$ cat src/rtl/dbr_pkg.sv
package dbr_pkg;

  // free entries left in a buffer of the given depth
  function automatic int unsigned free_slots(input int unsigned depth,
                                             input int unsigned level);
    return (level >= depth) ? 0 : depth - level;
  endfunction

  // ready is granted only while more than margin entries stay free
  function automatic logic may_accept(input int unsigned free,
                                      input int unsigned margin);
    return free > margin;
  endfunction

  // next value of the capture counter
  function automatic int unsigned count_next(input int unsigned cur,
                                             input logic clear,
                                             input logic inc);
    if (clear) return 0;
    return inc ? cur + 1 : cur;
  endfunction

endpackage

$ cat src/rtl/dbr_sync.sv
module dbr_sync #(
  parameter int W      = 1,
  parameter int STAGES = 2
) (
  input  logic         clk,
  input  logic         rst_n,
  input  logic [W-1:0] d,
  output logic [W-1:0] q
);
  logic [W-1:0] stage_q [STAGES];

  for (genvar s = 0; s < STAGES; s++) begin : g_stage
    if (s == 0) begin : g_first
      always_ff @(posedge clk or negedge rst_n) begin
        if (!rst_n) stage_q[s] <= '0;
        else        stage_q[s] <= d;
      end
    end else begin : g_next
      always_ff @(posedge clk or negedge rst_n) begin
        if (!rst_n) stage_q[s] <= '0;
        else        stage_q[s] <= stage_q[s-1];
      end
    end
  end

  assign q = stage_q[STAGES-1];
endmodule

$ cat src/rtl/dbr_edge_capture.sv
module dbr_edge_capture #(
  parameter int DATA_W      = 16,
  parameter int SYNC_STAGES = 2
) (
  input  logic              clk,
  input  logic              rst_n,
  input  logic              strobe_i,
  input  logic [DATA_W-1:0] data_i,
  output logic              edge_o,
  output logic [DATA_W-1:0] word_o
);
  logic strobe_s;
  logic strobe_prev_q;

  // strobe and data share one synchroniser depth so they stay aligned
  dbr_sync #(.W(1), .STAGES(SYNC_STAGES)) u_strobe_sync (
    .clk(clk), .rst_n(rst_n), .d(strobe_i), .q(strobe_s)
  );

  dbr_sync #(.W(DATA_W), .STAGES(SYNC_STAGES)) u_data_sync (
    .clk(clk), .rst_n(rst_n), .d(data_i), .q(word_o)
  );

  always_ff @(posedge clk or negedge rst_n) begin
    if (!rst_n) strobe_prev_q <= 1'b0;
    else        strobe_prev_q <= strobe_s;
  end

  // one pulse per level change, rising or falling
  assign edge_o = strobe_s ^ strobe_prev_q;

  // a pulse is followed by a steady sample unless the strobe moves again
  AST_EDGE_TRACKS: assert property (@(posedge clk) disable iff (!rst_n)
    edge_o |=> (strobe_prev_q != $past(strobe_prev_q)));
endmodule

$ cat src/rtl/dbr_rx_fifo.sv
module dbr_rx_fifo #(
  parameter int DATA_W = 16,
  parameter int DEPTH  = 8,
  localparam int AW    = (DEPTH > 1) ? $clog2(DEPTH) : 1,
  localparam int LVL_W = $clog2(DEPTH + 1)
) (
  input  logic              clk,
  input  logic              rst_n,
  input  logic              push_i,
  input  logic [DATA_W-1:0] push_data_i,
  input  logic              pop_i,
  output logic [DATA_W-1:0] pop_data_o,
  output logic              empty_o,
  output logic [LVL_W-1:0]  level_o
);
  logic [DATA_W-1:0] mem_q [DEPTH];
  logic [AW-1:0]     wr_ptr_q, rd_ptr_q;
  logic [LVL_W-1:0]  level_q;
  logic              do_push, do_pop;

  assign empty_o = (level_q == '0);
  assign do_push = push_i && (int'(level_q) < DEPTH);
  assign do_pop  = pop_i && !empty_o;

  function automatic logic [AW-1:0] ptr_inc(input logic [AW-1:0] p);
    return (int'(p) == DEPTH - 1) ? '0 : p + 1'b1;
  endfunction

  always_ff @(posedge clk) begin
    if (do_push) mem_q[wr_ptr_q] <= push_data_i;
  end

  always_ff @(posedge clk or negedge rst_n) begin
    if (!rst_n) begin
      wr_ptr_q <= '0;
      rd_ptr_q <= '0;
      level_q  <= '0;
    end else begin
      if (do_push) wr_ptr_q <= ptr_inc(wr_ptr_q);
      if (do_pop)  rd_ptr_q <= ptr_inc(rd_ptr_q);
      case ({do_push, do_pop})
        2'b10:   level_q <= level_q + 1'b1;
        2'b01:   level_q <= level_q - 1'b1;
        default: level_q <= level_q;
      endcase
    end
  end

  assign pop_data_o = mem_q[rd_ptr_q];
  assign level_o    = level_q;

  AST_NO_OVERFLOW: assert property (@(posedge clk) disable iff (!rst_n)
    push_i |-> (int'(level_q) < DEPTH));
  AST_LEVEL_BOUND: assert property (@(posedge clk) disable iff (!rst_n)
    int'(level_q) <= DEPTH);
  AST_EMPTY_POP_IDLE: assert property (@(posedge clk) disable iff (!rst_n)
    (empty_o && !push_i) |=> empty_o);
endmodule

$ cat src/rtl/dbr_burst_ctrl.sv
module dbr_burst_ctrl
  import dbr_pkg::*;
#(
  parameter int DEPTH        = 8,
  parameter int CNT_W        = 16,
  parameter int READY_MARGIN = 2,
  localparam int LVL_W       = $clog2(DEPTH + 1)
) (
  input  logic             clk,
  input  logic             rst_n,
  input  logic             ack_i,
  input  logic [1:0]       cs_n_i,
  input  logic             wr_i,
  input  logic             stop_s_i,
  input  logic             edge_i,
  input  logic [LVL_W-1:0] level_i,
  output logic             active_o,
  output logic             capture_o,
  output logic             done_o,
  output logic [CNT_W-1:0] count_o,
  output logic             ready_o
);
  logic             active_q, done_q;
  logic [CNT_W-1:0] count_q;
  logic             start_ok, end_ev;

  assign start_ok  = !active_q && ack_i && (cs_n_i == 2'b11) && !wr_i && !stop_s_i;
  assign end_ev    = active_q && stop_s_i;
  assign capture_o = active_q && ack_i && edge_i;

  always_ff @(posedge clk or negedge rst_n) begin
    if (!rst_n) begin
      active_q <= 1'b0;
      done_q   <= 1'b0;
      count_q  <= '0;
    end else begin
      if (start_ok)    active_q <= 1'b1;
      else if (end_ev) active_q <= 1'b0;
      done_q  <= end_ev;
      count_q <= CNT_W'(count_next(int'(count_q), start_ok, capture_o));
    end
  end

  assign ready_o  = active_q &&
                    may_accept(free_slots(DEPTH, int'(level_i)), READY_MARGIN);
  assign active_o = active_q;
  assign done_o   = done_q;
  assign count_o  = count_q;

  AST_START_GATED: assert property (@(posedge clk) disable iff (!rst_n)
    $rose(active_q) |-> ($past(ack_i) && ($past(cs_n_i) == 2'b11) && !$past(wr_i)));
  AST_DONE_PULSE: assert property (@(posedge clk) disable iff (!rst_n)
    done_q |=> !done_q);
  AST_DONE_CLOSED: assert property (@(posedge clk) disable iff (!rst_n)
    done_q |-> !active_q);
  AST_NO_ACK_HOLD: assert property (@(posedge clk) disable iff (!rst_n)
    (active_q && !ack_i && !start_ok) |=> $stable(count_q));
  AST_IDLE_HOLD: assert property (@(posedge clk) disable iff (!rst_n)
    (!active_q && !start_ok) |=> $stable(count_q));
endmodule

$ cat src/rtl/dma_burst_rx.sv
module dma_burst_rx #(
  parameter int DATA_W       = 16,
  parameter int DEPTH        = 8,
  parameter int CNT_W        = 16,
  parameter int SYNC_STAGES  = 2,
  parameter int READY_MARGIN = 2,
  localparam int LVL_W       = $clog2(DEPTH + 1)
) (
  input  logic              clk,
  input  logic              rst_n,
  input  logic              host_strobe_i,
  input  logic              host_stop_i,
  input  logic              dma_ack_i,
  input  logic [1:0]        cs_n_i,
  input  logic              host_wr_i,
  input  logic [DATA_W-1:0] data_i,
  input  logic              pop_i,
  output logic              dev_ready_o,
  output logic              burst_active_o,
  output logic              burst_done_o,
  output logic [CNT_W-1:0]  word_count_o,
  output logic [DATA_W-1:0] pop_data_o,
  output logic              fifo_empty_o,
  output logic [LVL_W-1:0]  fifo_level_o
);
  // internal events as named wires
  logic              stop_sync;
  logic              strobe_edge;
  logic [DATA_W-1:0] strobe_word;
  logic              capture_ev;
  logic [LVL_W-1:0]  level_w;

  dbr_sync #(.W(1), .STAGES(SYNC_STAGES)) u_stop_sync (
    .clk(clk), .rst_n(rst_n), .d(host_stop_i), .q(stop_sync)
  );

  dbr_edge_capture #(.DATA_W(DATA_W), .SYNC_STAGES(SYNC_STAGES)) u_capture (
    .clk(clk), .rst_n(rst_n), .strobe_i(host_strobe_i), .data_i(data_i),
    .edge_o(strobe_edge), .word_o(strobe_word)
  );

  dbr_burst_ctrl #(.DEPTH(DEPTH), .CNT_W(CNT_W), .READY_MARGIN(READY_MARGIN)) u_ctrl (
    .clk(clk), .rst_n(rst_n), .ack_i(dma_ack_i), .cs_n_i(cs_n_i), .wr_i(host_wr_i),
    .stop_s_i(stop_sync), .edge_i(strobe_edge), .level_i(level_w),
    .active_o(burst_active_o), .capture_o(capture_ev), .done_o(burst_done_o),
    .count_o(word_count_o), .ready_o(dev_ready_o)
  );

  dbr_rx_fifo #(.DATA_W(DATA_W), .DEPTH(DEPTH)) u_fifo (
    .clk(clk), .rst_n(rst_n), .push_i(capture_ev), .push_data_i(strobe_word),
    .pop_i(pop_i), .pop_data_o(pop_data_o), .empty_o(fifo_empty_o), .level_o(level_w)
  );

  assign fifo_level_o = level_w;

  AST_READY_MARGIN: assert property (@(posedge clk) disable iff (!rst_n)
    dev_ready_o |-> ((DEPTH - int'(fifo_level_o)) > READY_MARGIN));
  AST_READY_CLOSED: assert property (@(posedge clk) disable iff (!rst_n)
    !burst_active_o |-> !dev_ready_o);
  AST_CAPTURE_FILLS: assert property (@(posedge clk) disable iff (!rst_n)
    (capture_ev && !pop_i) |=> !fifo_empty_o);
endmodule

$ cat config.mk
export PLATFORM = sky130hd
export DESIGN_NAME = dma_burst_rx
export DESIGN_NICKNAME = d
export VERILOG_FILES = /design/src/rtl/dbr_pkg.sv /design/src/rtl/dbr_sync.sv /design/src/rtl/dbr_edge_capture.sv /design/src/rtl/dbr_rx_fifo.sv /design/src/rtl/dbr_burst_ctrl.sv /design/src/rtl/dma_burst_rx.sv
export SDC_FILE = /design/constraint.sdc
export NUM_CORES = 1
export LEC_CHECK = 0
export ABC_AREA = 1
export CAP_MARGIN = 30
export CELL_PAD_IN_SITES_DETAIL_PLACEMENT = 1
export CELL_PAD_IN_SITES_GLOBAL_PLACEMENT = 1
export CORE_ASPECT_RATIO = 0.8
export CORE_MARGIN = 2
export CORE_UTILIZATION = 35
export CTS_BUF_LIST = sky130_fd_sc_hd__clkbuf_4
export DETAILED_ROUTE_END_ITERATION = 7
export PLACE_DENSITY = 0.65
export SLEW_MARGIN = 20
export SYNTH_ARGS = -nofsm -noshare
export SYNTH_HDL_FRONTEND = slang
export SYNTH_SLANG_ARGS = --single-unit
$ cat constraint.sdc
create_clock -name clk -period 3 [get_ports clk]
set_clock_uncertainty 0.1 [all_clocks]
set_input_delay 0.6 -clock clk [delete_from_list [all_inputs] [get_ports clk]]
set_output_delay 0.6 -clock clk [all_outputs]
set_load 0.01 [all_outputs]
==> results by group <==
Run status
  – Outcome: complete, no violations

Placed design
  – Placement Cell Area: just under 9000 sq um
  – Placer congestion estimate: approximately 0.85
  – HPWL after detailed placement: 11.4 mm
  – Worst slack, placed: roughly 0.1 ns
  – Number of I/O port buffers: 64

Detailed routing
  – First-pass iteration count of the detailed router: 4
  – Remaining antenna violation count: 0
  – Drt wl/cell: between 15 and 20 microns
  – Via density: 4.89
  – Total DRC errors in the routed layout: 0
  – Total wirelength of the detailed-routed design: just under 20 mm
  – Number of vias after detailed routing: approximately 5.2k
  – Starting DRC count in detailed routing: 320

Cells and area
  – Layout Area Growth over Synthesis: 21.0%
  – # fillers: approximately 2.3k
  – Fraction of final layout cells sized beyond drive strength 1: a little over an eighth
  – Final design utilization: between 40 and 50%
  – Post-route standard cell area excluding fillers: approximately 9400 sq um
  – Count of nets after finishing: ~780

Setup path
  – Arrival @ worst endpoint: between 2 and 2.5 ns
  – Highest net fanout along the worst path: 8
  – Critical Path Source Type: flop
  – Worst-case register-to-register setup slack: roughly 0.66 ns
  – Worst setup path category: reg2out
  – Critical path required time: 2.30 ns
  – Endpoint type of the worst setup path: output port

Synthesis
  – Number of nets in the synthesized netlist: roughly 690
  – Netlist cell types: 36
  – Synth async-reset ratio: around a third
  – Cells after Synth: between 600 and 700
  – Prevailing post-synth register cell: sky130_fd_sc_hd__edfxtp_1
  – Number of storage elements in the synthesis netlist: slightly below 200
  – Yosys Warn Count: 0
  – Number of enable flip-flop cells after synthesis: 128
  – Post-synthesis sequential area ratio: 70.2%
  – Average instance area after synthesis: roughly 12 sq um
  – Total standard cell area after synthesis: ~8000 sq um

Clocking
  – Max H-tree Level: 4
  – CTS Buf Count: 17
  – Clock-pin slew of the registers on the worst-case setup and hold paths: 0.16 ns
  – TritonCTS clock tree: yes
  – Root buffer cell: sky130_fd_sc_hd__clkbuf_4
  – Worst-Skew Late Latency: roughly 0.57 ns
  – Number of sinks driven by the clock tree: ~190
  – Clk buf depth: 2

Die
  – Starting utilization of the core area: 35.9%
  – Die ar.: approximately 23000 sq um
  – Ports placed on the boundary: 65
  – Width of the die: between 150 and 200 microns
  – Cell row count: between 40 and 50
  – Standard cell core area: roughly 22000 sq um
  – Y dimension of the die: roughly 140 microns

STA
  – Setup-failing EPs final: 0
  – Setup repair after global routing missed its margin: true
  – Final number of hold-violating endpoints: 0
  – Fin. max-slew vios: 0
  – Final worst-path cycle share: 97.1%
  – FMAX: ~340 MHz
  – Post-route worst setup slack: 0.0882 ns
  – Sum of negative setup slack: 0 ns
  – Worst slew margin relative to its limit: between 70% and 80%
  – Least-Margin Pin Slew: between 0.4 and 0.5 ns
  – Post-layout minimum cycle time: approximately 2.9 ns

Global route
  – GR Layer Usage met1: between 20 and 25%
  – Wire length of the first global-routing pass: a little over 30 mm
  – Global route total overflow: 0
  – Antenna violations before repair: 1
  – M2 GR Usage: just under 30%
  – Top Usage Layer GRT: met2
  – Vias in the first global route: about 5.6k
  – Maximum number of pins on one net before global-route repair: 66
  – Global-route usage over all layers: 17.0%
  – Met3 capacity usage during global routing: roughly 3.5%

Power and ir drop
  – Power density over cell area: between 700 and 800 nW/um^2
  – Tot Pwr: around 7.2 mW
  – IR drop worst, VDD: roughly 0.00037 V
  – Leakage power summed over all cells: 3.71 nW

Hold path
  – Worst Hold Class: reg2reg

Flow run
  – Number of max-cap violations: 0
## power by group
part | switching (mW) | internal [mW]
clock | 0.951 | 0.518
combinational | 1.51 | 1.14
sequential | 0.145 | 2.96
total | 2.60 | 4.62
## logic make-up after synthesis
family | count (synthesis) | share of synthesized area [%]
compound gates | 107 | 7.28
xor+xnor | 4 | 0.450
fa+ha+maj | 9 | 1.45
buf+inv | 61 | 3.42
flops | 193 | 70.2
mux | 16 | 2.06
simple gates | 267 | 15.1
## cell usage after synthesis (2+ instances only)
master	instances	area, sq um
sky130_fd_sc_hd__edfxtp_1	128	3840
sky130_fd_sc_hd__nand2_1	125	469
sky130_fd_sc_hd__nor2_1	89	334
sky130_fd_sc_hd__o21ai_0	68	340
sky130_fd_sc_hd__dfrtp_1	65	1630
sky130_fd_sc_hd__inv_1	34	128
sky130_fd_sc_hd__mux2i_1	16	160
sky130_fd_sc_hd__o22ai_1	16	100
sky130_fd_sc_hd__nand3_1	14	70.1
sky130_fd_sc_hd__o21ai_1	12	60.1
sky130_fd_sc_hd__ha_1	9	113
sky130_fd_sc_hd__nor2_2	8	50.1
sky130_fd_sc_hd__a21oi_1	7	35.0
sky130_fd_sc_hd__clkbuf_1	7	26.3
sky130_fd_sc_hd__nand4_1	7	43.8
sky130_fd_sc_hd__buf_2	6	30.0
sky130_fd_sc_hd__nand2_2	5	31.3
sky130_fd_sc_hd__nor3_1	5	25.0
sky130_fd_sc_hd__nand2_4	4	45.0
sky130_fd_sc_hd__buf_4	3	22.5
sky130_fd_sc_hd__clkbuf_2	3	15.0
sky130_fd_sc_hd__inv_2	3	11.3
sky130_fd_sc_hd__nand3_2	3	30.0
sky130_fd_sc_hd__nor2_4	3	33.8
sky130_fd_sc_hd__a21oi_2	2	17.5
sky130_fd_sc_hd__buf_1	2	7.51
sky130_fd_sc_hd__buf_6	2	22.5
sky130_fd_sc_hd__xnor2_1	2	17.5
sky130_fd_sc_hd__xor2_1	2	17.5
## flip-flops by register name (all words and copies together), names as in the netlist, 3 cells and up
register / cells
u_capture.u_data_sync.q: 16
u_fifo.wr_ptr_q: 3
u_capture.u_data_sync.stage_q: 16
u_fifo.mem_q: 128
u_fifo.rd_ptr_q: 3
u_ctrl.count_o: 16
u_fifo.level_o: 4
## layout by cell type, fill, tap and decap left out, types with 4 or more instances in the layout
master / instances
sky130_fd_sc_hd__clkbuf_4: 17
sky130_fd_sc_hd__buf_4: 19
sky130_fd_sc_hd__ha_1: 9
sky130_fd_sc_hd__clkinvlp_4: 6
sky130_fd_sc_hd__clkdlybuf4s50_1: 46
sky130_fd_sc_hd__mux2i_1: 16
sky130_fd_sc_hd__dlymetal6s2s_1: 5
sky130_fd_sc_hd__nand4_1: 7
sky130_fd_sc_hd__nor3_1: 5
sky130_fd_sc_hd__nand3_1: 14
sky130_fd_sc_hd__a21oi_1: 7
sky130_fd_sc_hd__edfxtp_1: 128
sky130_fd_sc_hd__o21ai_0: 60
sky130_fd_sc_hd__inv_1: 33
sky130_fd_sc_hd__nor2_1: 88
sky130_fd_sc_hd__nand2_4: 4
sky130_fd_sc_hd__dlygate4sd2_1: 11
sky130_fd_sc_hd__nand2_1: 125
sky130_fd_sc_hd__o21ai_1: 20
sky130_fd_sc_hd__nand2_2: 5
sky130_fd_sc_hd__o22ai_1: 16
sky130_fd_sc_hd__buf_12: 7
sky130_fd_sc_hd__nor2_2: 9
sky130_fd_sc_hd__dfrtp_1: 62
## metrics by stage
step	cells	hold WS, ns
2_1_floorplan	657	0.204
3_3_place_gp	1017	0.231
3_5_place_dp	1017	0.236
4_1_cts	1055	0.0167
5_1_grt	1064	0.270
6_report	1064	0.259
## critical path, cell delays in order (launching register included)
cell                            delay, ns
sky130_fd_sc_hd__dfrtp_2             0.44
sky130_fd_sc_hd__clkinvlp_4          0.19
sky130_fd_sc_hd__buf_4               0.19
sky130_fd_sc_hd__buf_6               0.12
sky130_fd_sc_hd__o21ai_0             0.18
sky130_fd_sc_hd__o21ai_1             0.10
sky130_fd_sc_hd__nand2_1             0.07
sky130_fd_sc_hd__nand2_1             0.07
sky130_fd_sc_hd__dlygate4sd2_1       0.30
## path summary, 6_finish.rpt
path	startpoint	to	depth (start not counted)
hold / removal	u_capture.u_data_sync.stage_q[31]	u_capture.u_data_sync.q[15]	0
hold reg to reg	u_capture.u_data_sync.stage_q[31]	u_capture.u_data_sync.q[15]	0
setup / recovery	u_fifo.rd_ptr_q[0]	pop_data_o[11]	8
setup reg to reg	u_fifo.level_o[1]	u_fifo.level_o[2]	13
max in group asynchronous	rst_n	u_fifo.rd_ptr_q[0]	3
min in group asynchronous	rst_n	u_ctrl.count_o[15]	2
## final cells by class
type                       instances  area (sq um)  area share (%)
multi-input combinational        403          2050            21.8
timing repair buffer              97          1070            11.4
antenna                            1          2.50          0.0265
clock buffer                      17           128            1.35
inverter                          38           146            1.55
clock inverter                    15           171            1.82
sequential                       193          5470            58.1
tap                              300           375            3.98
## metal layers
metal,up-vias,wire [microns]
met3,23,521
li1,2448,-
met1,2651,9010
met2,81,9580
met5,-,0
met4,0,261
## repair_timing
| action | CTS | global route |
|---|---|---|
| gates cloned | 2 | 3 |
| resized for setup | 20 | 15 |
| endpoints found under the hold margin | 0 | 29 |
| hold buffers | 0 | 1 |
| setup buffers | 4 | 3 |
| endpoints found under the setup margin | 18 | 15 |
No activity file was read; power rests on OpenSTA's default activity.
